<file path="config.mk">
export PLATFORM = sky130hd
export DESIGN_NAME = rfcs_control
export DESIGN_NICKNAME = d
export VERILOG_FILES = /design/src/rtl/rfcs_pkg.sv /design/src/rtl/rfcs_control.sv
export SDC_FILE = /design/constraint.sdc
export NUM_CORES = 1
export LEC_CHECK = 0
export BUFFER_PORTS_ARGS = -buffer_cell sky130_fd_sc_hd__buf_4
export CORE_MARGIN = 3
export CORE_UTILIZATION = 60
export CTS_BUF_LIST = sky130_fd_sc_hd__clkbuf_8
export DETAILED_ROUTE_END_ITERATION = 12
export GPL_TIMING_DRIVEN = 0
export PLACE_DENSITY_LB_ADDON = 0.1
export SLEW_MARGIN = 15
export SYNTH_ARGS = -nofsm -noshare
export SYNTH_HDL_FRONTEND = slang
export SYNTH_SLANG_ARGS = --single-unit
</file>
<file path="constraint.sdc">
create_clock -name clk -period 3 [get_ports clk]
set_input_delay 0.6 -clock clk [delete_from_list [all_inputs] [get_ports clk]]
set_output_delay 0.6 -clock clk [all_outputs]
set_load 0.02 [all_outputs]
</file>
<file path="src/rtl/rfcs_pkg.sv">
package rfcs_pkg;
  localparam int BYTE_W = 8;
  localparam int CRC_W = 32;
  localparam int FCS_BYTES = CRC_W / BYTE_W;
  localparam logic [CRC_W-1:0] CRC_POLY_REFL = 32'hEDB88320;
  localparam logic [CRC_W-1:0] CRC_PRESET = '1;

  // Strobes from control to datapath for the current cycle.
  typedef struct packed {
    logic push;      // accept inData into the delay line
    logic eat;       // oldest held byte leaves and enters the CRC
    logic drain;     // shift the line with no new byte
    logic emit;      // drive the oldest held byte downstream
    logic markLast;  // the emitted byte ends the output frame
    logic markUser;  // the emitted byte carries the error mark
    logic restart;   // preset the CRC for the next frame
  } ctrl_t;

  function automatic logic [CRC_W-1:0] crcStep(input logic [CRC_W-1:0] c,
                                               input logic [BYTE_W-1:0] d);
    logic [CRC_W-1:0] r;
    r = c;
    for (int b = 0; b < BYTE_W; b++) begin
      if (r[0] ^ d[b]) r = (r >> 1) ^ CRC_POLY_REFL;
      else r = r >> 1;
    end
    return r;
  endfunction
endpackage

</file>
<file path="src/rtl/rfcs_control.sv">
module rfcs_control
  import rfcs_pkg::*;
#(
  parameter int LEN_W = 16,
  parameter int KEEP_MAX = 8
) (
  input  logic  clk,
  input  logic  rstN,
  input  logic  inValid,
  input  logic  inLast,
  input  logic  deleteFcs,
  input  logic  ignoreFcs,
  input  logic  fcsGood,
  input  logic  fcsStomped,
  output ctrl_t ctrl,
  output logic  badFcsPulse,
  output logic  stompedFcsPulse
);
  localparam int DRAIN_W = $clog2(FCS_BYTES + 1);
  localparam logic [DRAIN_W-1:0] DRAIN_LOAD = DRAIN_W'(FCS_BYTES);
  localparam logic [LEN_W:0] KEEP_LIM = (LEN_W+1)'(KEEP_MAX);
  localparam logic [LEN_W-1:0] FULL_AT = LEN_W'(FCS_BYTES);

  logic [LEN_W-1:0] byteCnt;
  logic [DRAIN_W-1:0] drainCnt;
  logic errHeld;
  logic beat, endBeat, lineFull, stripNow, errNow, drainEnd;
  logic [LEN_W:0] frameLen;

  assign beat = inValid && (drainCnt == '0);
  assign endBeat = beat && inLast;
  assign lineFull = byteCnt >= FULL_AT;
  assign frameLen = {1'b0, byteCnt} + 1'b1;
  assign stripNow = deleteFcs && (frameLen > KEEP_LIM);
  assign errNow = !ignoreFcs && !fcsGood;
  assign drainEnd = (drainCnt == DRAIN_W'(1));

  always_comb begin
    ctrl = '0;
    ctrl.push = beat;
    ctrl.eat = beat && lineFull;
    ctrl.drain = (drainCnt != '0);
    ctrl.emit = ctrl.eat || ctrl.drain;
    ctrl.restart = endBeat;
    if (endBeat && stripNow) begin
      ctrl.markLast = 1'b1;
      ctrl.markUser = errNow;
    end else if (drainEnd) begin
      ctrl.markLast = 1'b1;
      ctrl.markUser = errHeld;
    end
  end

  always_ff @(posedge clk) begin
    if (!rstN) begin
      byteCnt <= '0;
      drainCnt <= '0;
      errHeld <= 1'b0;
      badFcsPulse <= 1'b0;
      stompedFcsPulse <= 1'b0;
    end else begin
      if (endBeat) byteCnt <= '0;
      else if (beat && byteCnt != '1) byteCnt <= byteCnt + 1'b1;
      if (endBeat && !stripNow) drainCnt <= DRAIN_LOAD;
      else if (drainCnt != '0) drainCnt <= drainCnt - 1'b1;
      if (endBeat) errHeld <= errNow;
      badFcsPulse <= endBeat && !fcsGood && !fcsStomped;
      stompedFcsPulse <= endBeat && fcsStomped;
    end
  end

  assert_pulse_excl_R4: assert property (@(posedge clk) disable iff (!rstN)
    !(badFcsPulse && stompedFcsPulse));
  assert_bad_after_last_R2: assert property (@(posedge clk) disable iff (!rstN)
    badFcsPulse |-> $past(inValid && inLast));
  assert_stomp_after_last_R3: assert property (@(posedge clk) disable iff (!rstN)
    stompedFcsPulse |-> $past(inValid && inLast));
  assert_drain_emits_R7: assert property (@(posedge clk) disable iff (!rstN)
    (drainCnt != '0) |-> !ctrl.eat);
endmodule

</file>
==> flow_summary.toml <==
[detailed_routing]
via_per_inst = 5.92
vias = 1349
ant_nets = 0
routedWlPerCell_um = 14.9
first_iter_violations = 44
drtPass1Iterations = 4
drc = 0
routed_wl_um = 3410

[synth]
synthTopCellsByArea = "dfxtp_1, xnor2_1, nor2_1"
seq_area_frac_synth = 0.308
yosysTopAreaCell = "dfxtp_1"
synthesis.nets = 192
synthCells = 178
ys_seq_elements = 22
synth.cell_area_mm2 = 0.00143
syn_avg_cell_area_um2 = 8.03
ys_types = 41
yosys_warnings = 0
synth_top_area_frac = 0.308

[timing]
clock_skew_ns = 0.00773
whs_ns = 0.495
hold_viol = 0
worst_pin_slew_ns = 0.514
slew-limit-headroom = 0.657
setup_viol = 0
slew_violations = 0
layout_min_cycle_time_ns = 2.94
layout_setup_ws_ns = 0.0554
period_share = 0.982
fmax_mhz = 340
setup-tns-final_ns = 0

[global_route]
gr-usage-met2 = 0.400
grtUsageMet1 = 0.309
met3_usage = 0.0490
busiest_layer = "met2"
grt_overflow = 0
grt_pass1_vias = 1159
antenna_found_initial = 0
grt_max_degree = 14
groute.usage.overall = 0.242
grt_pass1_wl_um = 5230

[cts]
cts_root_buf = "clkbuf_8"
numCtsBuffers = 3
postCtsHoldBufs = 0
clock_latency_ns = 0.27
htree_levels = 1
ctsLongestPathBuffers = 2
path_clk_slew_ns = 0.08
cts_sinks = 22
cts_tree = "yes"

[final_layout]
fin_cells = 228
synthToLayoutAreaGrowth_pct = 21.2
drive_above_1_share = 0.260
n_fill_cell = 161
layout.nets = 215
antenna_cells = 0
mostFrequentLayoutCells = "buf_4, nor2_1, dfxtp_1"

[critical_path]
worstPathArrival_ns = 2.34
crit_type = "reg -> out"
endpoint_kind = "output pin"
crit_start = "byteCnt[1]"
required_ns = 2.40
crit_path_max_fanout = 6
reg2reg_from = "drainCnt[0]"
critPathLaunchType = "register"

[floorplanning]
ios = 17
fp.coreArea_mm2 = 0.00223
die_w_um = 54.8
start_util = 0.640
dieArea_mm2 = 0.00300
row_count = 17
die-height_um = 54.8

[pwr]
power.total_mw = 1.05
peakVddDrop_mv = 0.461
power_density_mw_per_mm2 = 607
p_leak_nw = 0.679

[placement]
hpwlAfterDp_um = 2340
port_buffers = 16
routabilityCongestion = 0.925
dp_worst_setup_slack_ns = 0.0510
placed_cells = 222

[min_path]
hp-class = "in -> reg"
hp-start = "fcsStomped"

[job]
cap_violations = 0

[status]
status = "complete, no violations"
==> cells in the mapped netlist (all sizes together) <==
| master | number |
|---|---|
| nor2 | 23 |
| o21ai | 2 |
| nand2 | 19 |
| xnor2 | 15 |
| clkbuf | 4 |
| and2 | 1 |
| or3 | 1 |
| or2 | 2 |
| nand4 | 3 |
| nand3 | 6 |
| a21oi | 7 |
| xor2 | 3 |
| o31ai | 1 |
| nand2b | 2 |
| o21a | 1 |
| buf | 9 |
| mux2i | 3 |
| a31oi | 4 |
| dfxtp | 22 |
| and4 | 5 |
| nor2b | 3 |
| a2111oi | 1 |
| a32o | 1 |
| nor4 | 4 |
| a31o | 1 |
| a41oi | 1 |
| a311oi | 2 |
| inv | 8 |
| a211oi | 1 |
| and3 | 2 |
| a211o | 1 |
| nor3 | 14 |
| ha | 6 |
==> logic make-up after synthesis <==
logic type | after synthesis | share of synthesized area
AND/OR/NAND/NOR | 85 | 0.302
flip-flops | 22 | 0.308
buffers and inverters | 21 | 0.0841
multiplexers | 3 | 0.0210
XOR/XNOR | 18 | 0.110
adder cells (fa/ha/maj) | 6 | 0.0525
AO/OA/AOI/OAI | 23 | 0.122
==> stage by stage <==
stage           util  cell area [um^2]
2_1_floorplan      -              1430
3_3_place_gp   0.709              1580
3_5_place_dp   0.709              1580
4_1_cts        0.758              1690
5_1_grt        0.775              1730
6_report       0.775              1730
==> repair_timing <==
item,CTS,global route
setup buffers,2,2
gates resized for setup,7,10
pin swaps,4,7
setup endpoints to repair,2,2
==> routing by layer <==
| metal | up-vias | part of all wire |
|---|---|---|
| met2 | 54 | 0.50 |
| met4 | 0 | 0.021 |
| met5 | - | 0 |
| met3 | 12 | 0.060 |
| li1 | 658 | - |
| met1 | 625 | 0.42 |
==> flip-flops by register name, indices dropped and copies added, names as in the netlist <==
signal	flops
errHeld	1
badFcsPulse	1
byteCnt	16
stompedFcsPulse	1
drainCnt	3
==> area by class of cell <==
type	count	area, um^2	share of cell area
flip-flops and latches	22	450	0.260
multi-input cells	135	900	0.520
clock inverters	1	30.0	0.0173
plain buffers	11	75.1	0.0434
well taps	28	35.0	0.0202
clock buffers	3	41.3	0.0238
repair buffers	20	170	0.0983
inverters	8	30.0	0.0173
==> path summary, 6_finish.rpt <==
kind,to,slack [ns],cells past startpoint
setup / recovery,ctrl[2],0.06,8
hold / removal,badFcsPulse,0.49,2
setup reg to reg,byteCnt[11],0.86,9
hold reg to reg,errHeld,0.53,2
==> worst max-delay path, cell delays in order, from the launching register on <==
cell,delay (ns)
dfxtp_4,0.38
ha_4,0.15
and3_4,0.22
nand2_4,0.08
a211o_1,0.30
a2111oi_4,0.37
a31oi_2,0.17
or2_1,0.26
buf_4,0.15
==> report_power, final <==
| group | switching, mW | leakage, nW | internal, mW |
|---|---|---|---|
| Clock | 0.104 | 0.0357 | 0.178 |
| Combinational | 0.236 | 0.462 | 0.177 |
| Sequential | 0.0317 | 0.181 | 0.324 |
(Power assumes the default switching activity.)
